===== config.mk =====
export PLATFORM = sky130hd
export DESIGN_NAME = nic_csr_regs
export DESIGN_NICKNAME = d
export VERILOG_FILES = /design/src/rtl/nic_csr_pkg.sv /design/src/rtl/nic_port_decode.sv /design/src/rtl/nic_ctl_word.sv /design/src/rtl/nic_aux_regs.sv /design/src/rtl/nic_csr_regs.sv
export SDC_FILE = /design/constraint.sdc
export NUM_CORES = 1
export LEC_CHECK = 0
export ABC_AREA = 1
export BUFFER_PORTS_ARGS = -buffer_cell sky130_fd_sc_hd__clkbuf_2
export CORE_UTILIZATION = 34
export CTS_BUF_LIST = sky130_fd_sc_hd__clkbuf_8
export CTS_CLUSTER_DIAMETER = 150
export CTS_CLUSTER_SIZE = 28
export DETAILED_ROUTE_END_ITERATION = 12
export HOLD_SLACK_MARGIN = 0.15
export PLACE_DENSITY_LB_ADDON = 0.3
export SETUP_SLACK_MARGIN = 0.05
export SYNTH_ARGS = -nofsm -noshare
export SYNTH_HDL_FRONTEND = slang
export SYNTH_SLANG_ARGS = --single-unit

===== constraint.sdc =====
create_clock -name clk -period 1.78 [get_ports clk]
set_input_delay 0.356 -clock clk [delete_from_list [all_inputs] [get_ports clk]]
set_output_delay 0.356 -clock clk [all_outputs]
set_load 0.05 [all_outputs]

===== src/rtl/nic_csr_pkg.sv =====
package nic_csr_pkg;
    localparam int WORD_W   = 16;
    localparam int NUM_REGS = 4;
    localparam int SEL_W    = $clog2(NUM_REGS);

    typedef enum logic [0:0] {
        PORT_DATA = 1'b0,
        PORT_SEL  = 1'b1
    } port_e;

    // bit positions of the control word
    localparam int B_INIT = 0;
    localparam int B_STRT = 1;
    localparam int B_STOP = 2;
    localparam int B_TXON = 4;
    localparam int B_RXON = 5;
    localparam int B_INEA = 6;
    localparam int B_INTR = 7;
    localparam int B_IDON = 8;
    localparam int B_TINT = 9;
    localparam int B_RINT = 10;
    localparam int B_ERR  = 15;

    localparam logic [WORD_W-1:0] STOP_ONLY    = 16'h0004;
    localparam logic [WORD_W-1:0] CLEAR_MASK   = 16'h7f00;
    localparam logic [WORD_W-1:0] ERR_SRC_MASK = 16'h7100;

    localparam int PTR_LO_IDX = 1;
    localparam int PTR_HI_IDX = 2;

    // next control word for a host write
    function automatic logic [WORD_W-1:0] ctl_after_write(
        input logic [WORD_W-1:0] cur,
        input logic [WORD_W-1:0] val
    );
        logic [WORD_W-1:0] r;
        r = cur & ~(val & CLEAR_MASK);
        r[B_ERR]  = |(r & ERR_SRC_MASK);
        r[B_INTR] = |(r & CLEAR_MASK);
        r[B_INEA] = val[B_INEA];
        if (val[B_INIT]) begin
            r[B_IDON] = 1'b1;
            r[B_INIT] = 1'b1;
            r[B_STOP] = 1'b0;
        end else if (val[B_STRT]) begin
            r[B_STRT] = 1'b1;
            r[B_RXON] = 1'b1;
            r[B_TXON] = 1'b1;
            r[B_STOP] = 1'b0;
        end
        if (val[B_STOP]) r = STOP_ONLY;
        return r;
    endfunction
endpackage


===== src/rtl/nic_port_decode.sv =====
module nic_port_decode
    import nic_csr_pkg::*;
(
    input  logic              clk,
    input  logic              rst,
    input  logic [1:0]        addr,
    input  logic              wr,
    input  logic [WORD_W-1:0] wdata,
    output port_e             port,
    output logic              wr_data,
    output logic [SEL_W-1:0]  sel_q
);
    logic unused_addr_lsb;
    logic sel_ok;

    assign unused_addr_lsb = addr[0];
    assign port    = port_e'(addr[1]);
    assign wr_data = wr && (port == PORT_DATA);
    assign sel_ok  = (wdata < WORD_W'(NUM_REGS));

    always_ff @(posedge clk) begin
        if (rst)
            sel_q <= '0;
        else if (wr && port == PORT_SEL && sel_ok)
            sel_q <= wdata[SEL_W-1:0];
    end


    sel_hold_chk: assert property (@(posedge clk) disable iff (rst)
        (wr && addr[1] && wdata >= 16'd4) |=> $stable(sel_q));


    sel_load_chk: assert property (@(posedge clk) disable iff (rst)
        (wr && addr[1] && wdata < 16'd4) |=> (sel_q == $past(wdata[SEL_W-1:0])));
endmodule


===== src/rtl/nic_ctl_word.sv =====
module nic_ctl_word
    import nic_csr_pkg::*;
(
    input  logic              clk,
    input  logic              rst,
    input  logic              wr,
    input  logic [WORD_W-1:0] wdata,
    input  logic              rx_evt,
    input  logic              tx_evt,
    output logic [WORD_W-1:0] ctl_q
);
    logic [WORD_W-1:0] nxt;
    logic              evt_ok;

    always_comb begin
        nxt    = ctl_q;
        evt_ok = !ctl_q[B_STOP];
        if (wr) begin
            nxt = ctl_after_write(ctl_q, wdata);
            if (wdata[B_STOP]) evt_ok = 1'b0;
        end
        if (evt_ok && rx_evt) begin
            nxt[B_RINT] = 1'b1;
            nxt[B_INTR] = 1'b1;
        end
        if (evt_ok && tx_evt) begin
            nxt[B_TINT] = 1'b1;
            nxt[B_INTR] = 1'b1;
        end
    end

    always_ff @(posedge clk) begin
        if (rst) ctl_q <= STOP_ONLY;
        else     ctl_q <= nxt;
    end


    stop_write_chk: assert property (@(posedge clk) disable iff (rst)
        (wr && wdata[2]) |=> (ctl_q == 16'h0004));


    enable_follow_chk: assert property (@(posedge clk) disable iff (rst)
        (wr && !wdata[2]) |=> (ctl_q[6] == $past(wdata[6])));


    init_cmd_chk: assert property (@(posedge clk) disable iff (rst)
        (wr && !wdata[2] && wdata[0]) |=> (ctl_q[8] && ctl_q[0] && !ctl_q[2]));


    rx_evt_chk: assert property (@(posedge clk) disable iff (rst)
        (rx_evt && !ctl_q[2] && !(wr && wdata[2])) |=> (ctl_q[10] && ctl_q[7]));


    stopped_hold_chk: assert property (@(posedge clk) disable iff (rst)
        (!wr && ctl_q[2]) |=> $stable(ctl_q));
endmodule


===== src/rtl/nic_aux_regs.sv =====
module nic_aux_regs
    import nic_csr_pkg::*;
(
    input  logic                                clk,
    input  logic                                rst,
    input  logic                                wr,
    input  logic [SEL_W-1:0]                    sel,
    input  logic [WORD_W-1:0]                   wdata,
    output logic [NUM_REGS-1:1][WORD_W-1:0]     aux_q,
    output logic [2*WORD_W-1:0]                 init_ptr
);
    for (genvar k = 1; k < NUM_REGS; k++) begin : g_word
        always_ff @(posedge clk) begin
            if (rst)
                aux_q[k] <= '0;
            else if (wr && sel == SEL_W'(k))
                aux_q[k] <= wdata;
        end
    end

    assign init_ptr = {aux_q[PTR_HI_IDX], aux_q[PTR_LO_IDX]};


    ptr_lo_chk: assert property (@(posedge clk) disable iff (rst)
        (wr && sel == 2'd1) |=> (init_ptr[15:0] == $past(wdata)));


    ptr_hi_chk: assert property (@(posedge clk) disable iff (rst)
        (wr && sel == 2'd2) |=> (init_ptr[31:16] == $past(wdata)));
endmodule


===== src/rtl/nic_csr_regs.sv =====
module nic_csr_regs
    import nic_csr_pkg::*;
(
    input  logic        clk,
    input  logic        rst,
    input  logic [1:0]  bus_addr,
    input  logic        bus_wr,
    input  logic [15:0] bus_wdata,
    output logic [15:0] bus_rdata,
    input  logic        rx_evt,
    input  logic        tx_evt,
    output logic        irq,
    output logic [31:0] init_ptr
);
    port_e                            port;
    logic                             wr_data;
    logic [SEL_W-1:0]                 sel_q;
    logic [WORD_W-1:0]                ctl_q;
    logic [NUM_REGS-1:1][WORD_W-1:0]  aux_q;
    logic [NUM_REGS-1:0][WORD_W-1:0]  all_q;

    nic_port_decode u_dec (
        .clk(clk), .rst(rst), .addr(bus_addr), .wr(bus_wr), .wdata(bus_wdata),
        .port(port), .wr_data(wr_data), .sel_q(sel_q)
    );

    nic_ctl_word u_ctl (
        .clk(clk), .rst(rst), .wr(wr_data && sel_q == '0), .wdata(bus_wdata),
        .rx_evt(rx_evt), .tx_evt(tx_evt), .ctl_q(ctl_q)
    );

    nic_aux_regs u_aux (
        .clk(clk), .rst(rst), .wr(wr_data), .sel(sel_q), .wdata(bus_wdata),
        .aux_q(aux_q), .init_ptr(init_ptr)
    );

    assign all_q = {aux_q, ctl_q};
    assign irq   = ctl_q[B_INTR] && ctl_q[B_INEA];

    always_comb begin
        if (port == PORT_SEL) bus_rdata = WORD_W'(sel_q);
        else                  bus_rdata = all_q[sel_q];
    end


    irq_needs_enable_chk: assert property (@(posedge clk) disable iff (rst)
        (bus_wr && !bus_addr[1] && sel_q == '0 && !bus_wdata[6]) |=> !irq);
endmodule


# Word level (Yosys, flattened, before mapping)
# Cells that the tools add are included.
word_totals:
  reg_bits: 66
  wordCells: 51
  in_bits: 23
  out_inout_bits: 49
op_classes:
  n_lt_le_gt_ge: 2
  n_eq_ne: 3
  n_mux: 18
  bitwise_logic: 3
  reduce_logical: 17
op_table:
  columns: ["operator", "count"]
  rows:
  - ["2-to-1 mux 16 bit", 3]
  - ["binary-select mux 16 bit (select 2 bit)", 1]
  - ["< comparator 16 x 3 -> 1 bit, second input constant", 1]
  - ["AND 15 bit", 1]
  - ["inverter 15 bit", 1]
  - ["2-to-1 mux 11 bit", 1]
  - ["logical AND 1 bit", 10]
  - ["2-to-1 mux 1 bit", 10]
  - ["OR reduction 7 bit", 1]
  - ["2-to-1 mux 2 bit", 3]
  - ["equality test 2 bit, second input constant", 2]
  - ["nonzero test 2 bit", 2]
  - ["OR reduction 4 bit", 1]
  - ["< comparator 2 x 3 -> 1 bit, second input constant", 1]
  - ["nonzero test 3 bit", 1]
  - ["equality test 2 x 1 -> 1 bit, second input constant", 1]
  - ["logical NOT 2 bit", 1]
  - ["logical NOT 1 bit", 1]
  - ["inverter 1 bit", 1]

# Longest topological paths before layout
# Gate-level depths: netlist of run 1.
depth:
  depth_word: 8
  ltp_mapped: 9
  depth_no_buf: 9

# Modules after synthesis
# Synthesis of run 1 repeated with hierarchy kept, for this count alone.
hier_totals:
  cells_unflattened: 658
  hier_area_um2: 3871.2
modules_own_cells:
  columns: ["module", "seq_area_each_um2", "area_per_inst_um2", "instances", "cells_per_inst"]
  rows:
  - ["nic_aux_regs", 960.9, 2195.9, 1, 340]
  - ["nic_csr_regs", 0.0, 822.0, 1, 189]
  - ["nic_ctl_word", 320.3, 663.1, 1, 90]
  - ["nic_port_decode", 40.0, 190.2, 1, 39]

# Worst setup path before layout of run 1
# Ideal clock, no wire load.
synth_path:
  path_kind: "register to output"
  from: "register u_dec.sel_q[0]"
  to: "output bus_rdata[11]"
  path_slack_ns: -0.368
  arrival_time_ns: 1.792
  stages_incl_launch_ff: 5
  required_time_ns: 1.424
  path_buffers: 1
  path_cell_list: "dfxtp_1 nor2_2 buf_2 nand2_1 a31oi_1"
synth_between:
  elab_chain_len: 3
synth_lines:
  columns: ["element", "line_no", "source"]
  rows:
  - ["start, declared", "nic_port_decode.sv:11", "output logic [SEL_W-1:0] sel_q"]
  - ["start signal, assigned", "nic_port_decode.sv:25", "sel_q <= wdata[SEL_W-1:0];"]
  - ["binary-select mux 16 bit (select 2 bit)", "nic_csr_regs.sv:42", "else bus_rdata = all_q[sel_q];"]
  - ["2-to-1 mux 16 bit (not written as such)", "nic_csr_regs.sv:42", null]
  - ["2-to-1 mux 16 bit", "nic_csr_regs.sv:41", "if (port == PORT_SEL) bus_rdata = WORD_W'(sel_q);"]
  - ["end, declared", "nic_csr_regs.sv:9", "output logic [15:0] bus_rdata,"]
# Every way passes these cells. The select of a mux whose other input is x is not followed.

# Final worst setup path of run 1
layout_path:
  from: "register u_dec.sel_q[0]"
  to: "output bus_rdata[15]"
# Same word-level chain as after synthesis.

==> impl_metrics.py, run 1 <==
metrics = {
    "synthesis": {
        "syn_area_um2": 3080,
        "avgSynthCellArea_um2": 7.62,
        "synthCells": 404,
        "yosys_warnings": 0,
        "ys_seq_area_frac": 0.429,
        "synth_nets": 427,
        "synth_cell_types": 22,
        "synth_seq_cells": 66,
    },
    "worst_setup_path": {
        "cp_data_arrival_time_ns": 1.58,
        "required_ns": 1.42,
        "crit_fanout": 12,
        "rr_worst_depth": 8,
        "critPathKind": "flip-flop to output port",
        "ff2ff_setup_slack_ns": 0.39,
        "rr_endpoint": "u_ctl.ctl_q[7]$_SDFFE_PP0P_",
        "worstReg2RegStart": "u_dec.sel_q[0]$_SDFFE_PP0P_",
        "end_kind": "output port",
        "start_kind": "flip-flop",
    },
    "place": {
        "dpl-instance-area_um2": 3750,
        "portBuffers": 70,
        "finalWeightedCongestion": 0.856,
        "place_hpwl_um": 6500,
    },
    "route": {
        "vias": 2859,
        "drt_iter0_drc": 133,
        "drcViolationCount": 0,
        "drt_pass1_iterations": 5,
        "ant_nets": 0,
        "wl_per_cell_um": 15.4,
        "wl_um": 8680,
        "vias_per_cell": 5.06,
    },
    "clocking": {
        "clockRootBuffer": "clkbuf_8",
        "post_cts.repair.setup_buffers": 0,
        "cts_buffer_depth": 2,
        "clock_latency_ns": 0.35,
        "cts_tree": "done",
        "clk_pin_slew_ns": 0.07,
        "cts_made_buffers": 9,
        "htreeDepth": 3,
        "cts.hold.buffers_added": 0,
        "cts_sinks": 66,
    },
    "global_route": {
        "grt_pass1_wl_um": 14100,
        "grt_pass1_vias": 2682,
        "antenna_found_initial": 0,
        "grt_start_max_net_pins": 34,
        "track_usage": 0.194,
        "grt_remaining_overflow": 0,
    },
    "timing": {
        "fin_skew_ns": 0.00937,
        "hold_ws_ns": 0.245,
        "fin_setup_tns_ns": -1.74,
        "hold_violations": 0,
        "fmax_mhz": 516,
        "timing.final.crit_period_ns": 1.94,
        "slew_headroom": 0.776,
        "setup_violations": 16,
        "period_share": 1.09,
        "setup_ws_ns": -0.158,
        "slew_violations": 0,
        "tightestPinTransition_ns": 0.336,
        "rsz0062_at_grt": "true",
    },
    "cells_and_area": {
        "final_cell_mix": "dfxtp_1 (64), a21oi_1 (56), nand2_1 (54), clkbuf_2 (54), o21ai_0 (35)",
        "nFillCells": 843,
        "fin_util": 0.465,
        "area_growth_pct": 31.8,
        "final_nets": 475,
        "drive_gt1_frac": 0.339,
        "final_common_cell": "dfxtp_1",
        "finalInstanceArea_um2": 4060,
        "diodes": 0,
    },
    "worst_hold_path": {
        "holdPathStages": 3,
        "min-delay-start": "tx_evt",
        "min_to": "u_ctl.ctl_q[9]$_SDFFE_PP0P_",
        "min_path_type": "input port to flip-flop",
    },
    "outcome": {
        "violations": "setup timing",
        "status": "complete, but fails checks",
    },
    "pwr": {
        "p_per_area_nw_per_um2": 748,
        "irDropWorstVdd_v": 0.000382,
        "leakagePower_uw": 0.00171,
    },
    "floorplanning": {
        "die_w_um": 97.1,
        "ioPinCount": 72,
        "core_um2": 8720,
        "initial_core_util": 0.353,
        "dieArea_um2": 9430,
        "dieHeight_um": 97.1,
        "core.rowCount": 34,
    },
    "flow_run": {
        "drv_cap": 0,
    },
}
## synthesized netlist by cell type
master	n	area (um2)
nor2_4	3	33.8
o21bai_1	1	7.51
buf_2	8	40.0
o211ai_1	1	7.51
nand2_1	59	221
a31oi_1	8	50.1
a21oi_1	60	300
nand2_2	5	31.3
inv_1	31	116
nor2_2	2	12.5
o21ai_1	18	90.1
nand4_1	3	18.8
a22oi_1	21	158
inv_2	6	22.5
buf_4	33	248
nand3_1	6	30.0
nor2_1	24	90.1
dfxtp_1	66	1320
buf_6	6	67.6
a211oi_1	1	7.51
clkbuf_1	6	22.5
o21ai_0	36	180
## timing repair
item | 4_1_cts | 5_1_grt
pin swaps | 5 | 2
gates resized for setup | 23 | 2
endpoints found under the setup margin | 16 | 16
## cell type report
cell class,instances,area [um2],share of cell area
multi-input cells,248,1460,0.359
flip-flops and latches,66,1330,0.328
repair buffers,90,795,0.196
clock buffers,11,151,0.0373
inverters,37,139,0.0342
well taps,108,135,0.0333
clock inverters,5,52.6,0.0130
## report_power, final
part / internal [uW] / switching, uW / leakage (uW)
combinational: 82.0 / 149 / 0.00107
clock: 716 / 599 / 0.000105
sequential: 1480 / 7.69 / 0.000534
## registers in the layout, indices dropped and copies added, names as in the netlist
signal / flops
u_aux.aux_q: 48
u_ctl.ctl_q: 16
u_dec.sel_q: 2
## metrics by stage
stage          cells  total power (uW)  worst slack (ns)
2_1_floorplan    404              1650            -0.284
3_3_place_gp     549              1760            0.0956
3_5_place_dp     549              1760            0.0945
4_1_cts          565              3050            -0.149
5_1_grt          565              3150            -0.257
6_report         565              3040            -0.158
## kinds of logic (layout without fill, tap and decap cells)
logic type             Yosys count  count (layout)  synth area share
AND/OR/NAND/NOR                102             102             0.142
AO/OA/AOI/OAI                  146             146             0.260
flip-flops                      66              66             0.429
buffers and inverters           90             143             0.168
## worst max path at each step
| stage | from | to | slack, ns | depth (start not counted) |
|---|---|---|---|---|
| final | u_dec.sel_q[0]$_SDFFE_PP0P_ | bus_rdata[15] | -0.16 | 6 |
| after global routing | u_dec.sel_q[0]$_SDFFE_PP0P_ | bus_rdata[6] | -0.26 | 6 |
| after CTS | u_dec.sel_q[1]$_SDFFE_PP0P_ | bus_rdata[1] | -0.15 | 8 |
| after detailed placement | u_dec.sel_q[0]$_SDFFE_PP0P_ | bus_rdata[7] | 0.09 | 6 |
| after global placement | u_dec.sel_q[0]$_SDFFE_PP0P_ | bus_rdata[7] | 0.1 | 6 |
| after floorplan | u_dec.sel_q[1]$_SDFFE_PP0P_ | bus_rdata[6] | -0.28 | 5 |
## per-layer routing
| layer | vias to the layer above | part of all wire | global-route usage |
|---|---|---|---|
| met3 | 14 | 0.057 | 0.0532 |
| met2 | 88 | 0.47 | 0.302 |
| met5 | - | 0 | 0 |
| met1 | 1331 | 0.46 | 0.258 |
| met4 | 0 | 0.017 | 0.0643 |
| li1 | 1426 | - | - |
## worst max-delay path, cell delays in order (launching register included)
cell and delay [ns]:
dfxtp_4 0.37, inv_2 0.10, nor2_4 0.05, buf_12 0.14
a22oi_1 0.28, a21oi_2 0.13, buf_12 0.17
No activity file was read; power rests on OpenSTA's default activity.
==> run 2: changes to the inputs <==
Clock period 1.78 ns to 2.5 ns, I/O delays scaled along.
==> impl_metrics.py, run 2 (synthesized netlist as in run 1, its figures left out) <==
metrics = {
    "outcome": {
        "status": "completed",
    },
    "floorplanning": {
        "core_um2": 8720,
        "ioPinCount": 72,
        "dieArea_um2": 9430,
        "initial_core_util": 0.353,
        "dieHeight_um": 97.1,
        "die_w_um": 97.1,
        "core.rowCount": 34,
    },
    "worst_setup_path": {
        "crit_fanout": 7,
        "path_buf_inv": 3,
        "cp_data_arrival_time_ns": 1.89,
        "crit_family": "buffers and inverters",
        "start_kind": "flip-flop",
        "crit_start": "u_dec.sel_q[0]$_SDFFE_PP0P_",
        "end_kind": "output port",
        "crit_chain": "inv_2, nor2_4, buf_4, nand2_1, a31oi_1, buf_2",
        "slowest_delay_ns": 0.45,
        "ff2ff_setup_slack_ns": 0.81,
        "rr_endpoint": "u_aux.aux_q[42]$_SDFFE_PP0P_",
        "critPathKind": "flip-flop to output port",
        "required_ns": 2.00,
        "rr_worst_depth": 6,
        "worstReg2RegStart": "u_dec.sel_q[1]$_SDFFE_PP0P_",
        "cp_slowest_cell": "dfxtp_1",
    },
    "worst_hold_path": {
        "min_to": "u_dec.sel_q[1]$_SDFFE_PP0P_",
        "min_path_type": "input port to flip-flop",
        "min-delay-start": "bus_wdata[1]",
        "holdPathStages": 3,
    },
    "global_route": {
        "grt_pass1_wl_um": 13400,
        "antenna_found_initial": 0,
        "grt_start_max_net_pins": 32,
        "track_usage": 0.185,
        "grt_remaining_overflow": 0,
        "grt_pass1_vias": 2538,
    },
    "cells_and_area": {
        "fin_util": 0.397,
        "area_growth_pct": 12.6,
        "largest_register_ffs": 48,
        "reg_top3": "u_aux.aux_q (48), u_ctl.ctl_q (16), u_dec.sel_q (2)",
        "top_register": "u_aux.aux_q",
        "final_common_cell": "clkbuf_2",
        "drive_gt1_frac": 0.244,
        "final_cell_mix": "clkbuf_2 (67), dfxtp_1 (66), a21oi_1 (60)",
        "final_nets": 464,
        "nFillCells": 931,
        "diodes": 0,
    },
    "route": {
        "wl_per_cell_um": 15.6,
        "drt_iter0_drc": 169,
        "vias_per_cell": 5.01,
        "wl_um": 8660,
        "ant_nets": 0,
        "vias": 2778,
        "drcViolationCount": 0,
        "drt_pass1_iterations": 5,
    },
    "timing": {
        "tightestPinTransition_ns": 0.508,
        "fin_skew_ns": 0.00365,
        "slew_violations": 0,
        "fmax_mhz": 418,
        "setup_violations": 0,
        "timing.final.crit_period_ns": 2.39,
        "hold_violations": 0,
        "slew_headroom": 0.661,
        "fin_setup_tns_ns": 0,
        "rsz0062_at_grt": "false",
        "period_share": 0.958,
    },
    "clocking": {
        "cts_tree": "done",
        "clockRootBuffer": "clkbuf_8",
        "cts_buffer_depth": 2,
        "cts.hold.buffers_added": 0,
        "clock_latency_ns": 0.34,
        "htreeDepth": 3,
        "cts_made_buffers": 9,
        "clk_pin_slew_ns": 0.07,
        "cts_sinks": 66,
    },
    "place": {
        "place_hpwl_um": 5980,
        "portBuffers": 70,
        "finalWeightedCongestion": 0.887,
    },
    "pwr": {
        "p_per_area_nw_per_um2": 586,
        "leakagePower_uw": 0.00157,
        "finalPower_uw": 2030,
        "irDropWorstVdd_v": 0.000198,
    },
    "flow_run": {
        "drv_cap": 0,
    },
}
==> run 2: changes by cell type in the layout (fill, tap and decap cells not counted), moves of 5 or more <==
cell	previous run	this run
buf_12	20	2
a22oi_1	8	21
a22oi_2	13	0
clkbuf_2	54	67
a31oi_1	0	8
a31oi_4	8	0
buf_4	15	7
nand2_1	54	59
nand2_2	10	5
==> run 2: per-layer routing <==
layer,vias up,track usage,wire (um)
met5,-,0,0
met4,0,0.0907,140
met3,11,0.0381,590
met2,86,0.274,3940
met1,1280,0.256,3990
li1,1401,-,-
==> run 2: worst max-delay path by stage <==
stage | cells past startpoint | endpoint
after detailed placement | 5 | bus_rdata[8]
after global placement | 5 | bus_rdata[8]
final | 6 | bus_rdata[8]
after floorplan | 3 | bus_rdata[0]
after CTS | 5 | bus_rdata[8]
after global routing | 6 | bus_rdata[8]
==> run 2: area by class of cell <==
| type | instances | area (um2) | share of cell area |
|---|---|---|---|
| sequential | 66 | 1320 | 0.382 |
| multi-input combinational | 248 | 1240 | 0.358 |
| inverter | 37 | 140 | 0.0405 |
| clock buffer | 12 | 165 | 0.0477 |
| timing repair buffer | 79 | 445 | 0.129 |
| tap | 108 | 135 | 0.0390 |
| clock inverter | 4 | 17.5 | 0.00506 |
==> run 2: power by group <==
group / internal, uW / switching, uW / total [uW] / leakage, uW
registers: 1060 / 5.04 / 1060 / 0.000532
clock network: 431 / 403 / 834 / 0.000105
logic: 37.8 / 95.6 / 133 / 0.000932
total: 1530 / 504 / 2030 / 0.00157
==> run 2: worst reg2reg max path: stages (launching register included) <==
cell and delay [ns]:
dfxtp_1 0.46, nand2_1 0.11, clkinv_2 0.24, nand2_1 0.13, inv_2 0.38, o21ai_0 0.15, a21oi_1 0.15
==> run 2: stage by stage <==
stage	std cells	instance area (um2)	hold WS [ns]	setup WS, ns
5_1_grt	554	3460	0.401	0.0509
3_3_place_gp	536	3250	0.419	0.356
3_5_place_dp	536	3250	0.424	0.374
6_report	554	3460	0.396	0.106
4_1_cts	554	3460	0.386	0.0577
2_1_floorplan	404	3080	0.408	0.178
==> run 2: timing repair <==
| item | in CTS | in global routing |
|---|---|---|
| setup endpoints to repair | 3 | 4 |
| pin swaps | 1 | 0 |
| gates resized for setup | 0 | 5 |
| setup buffers | 2 | 0 |
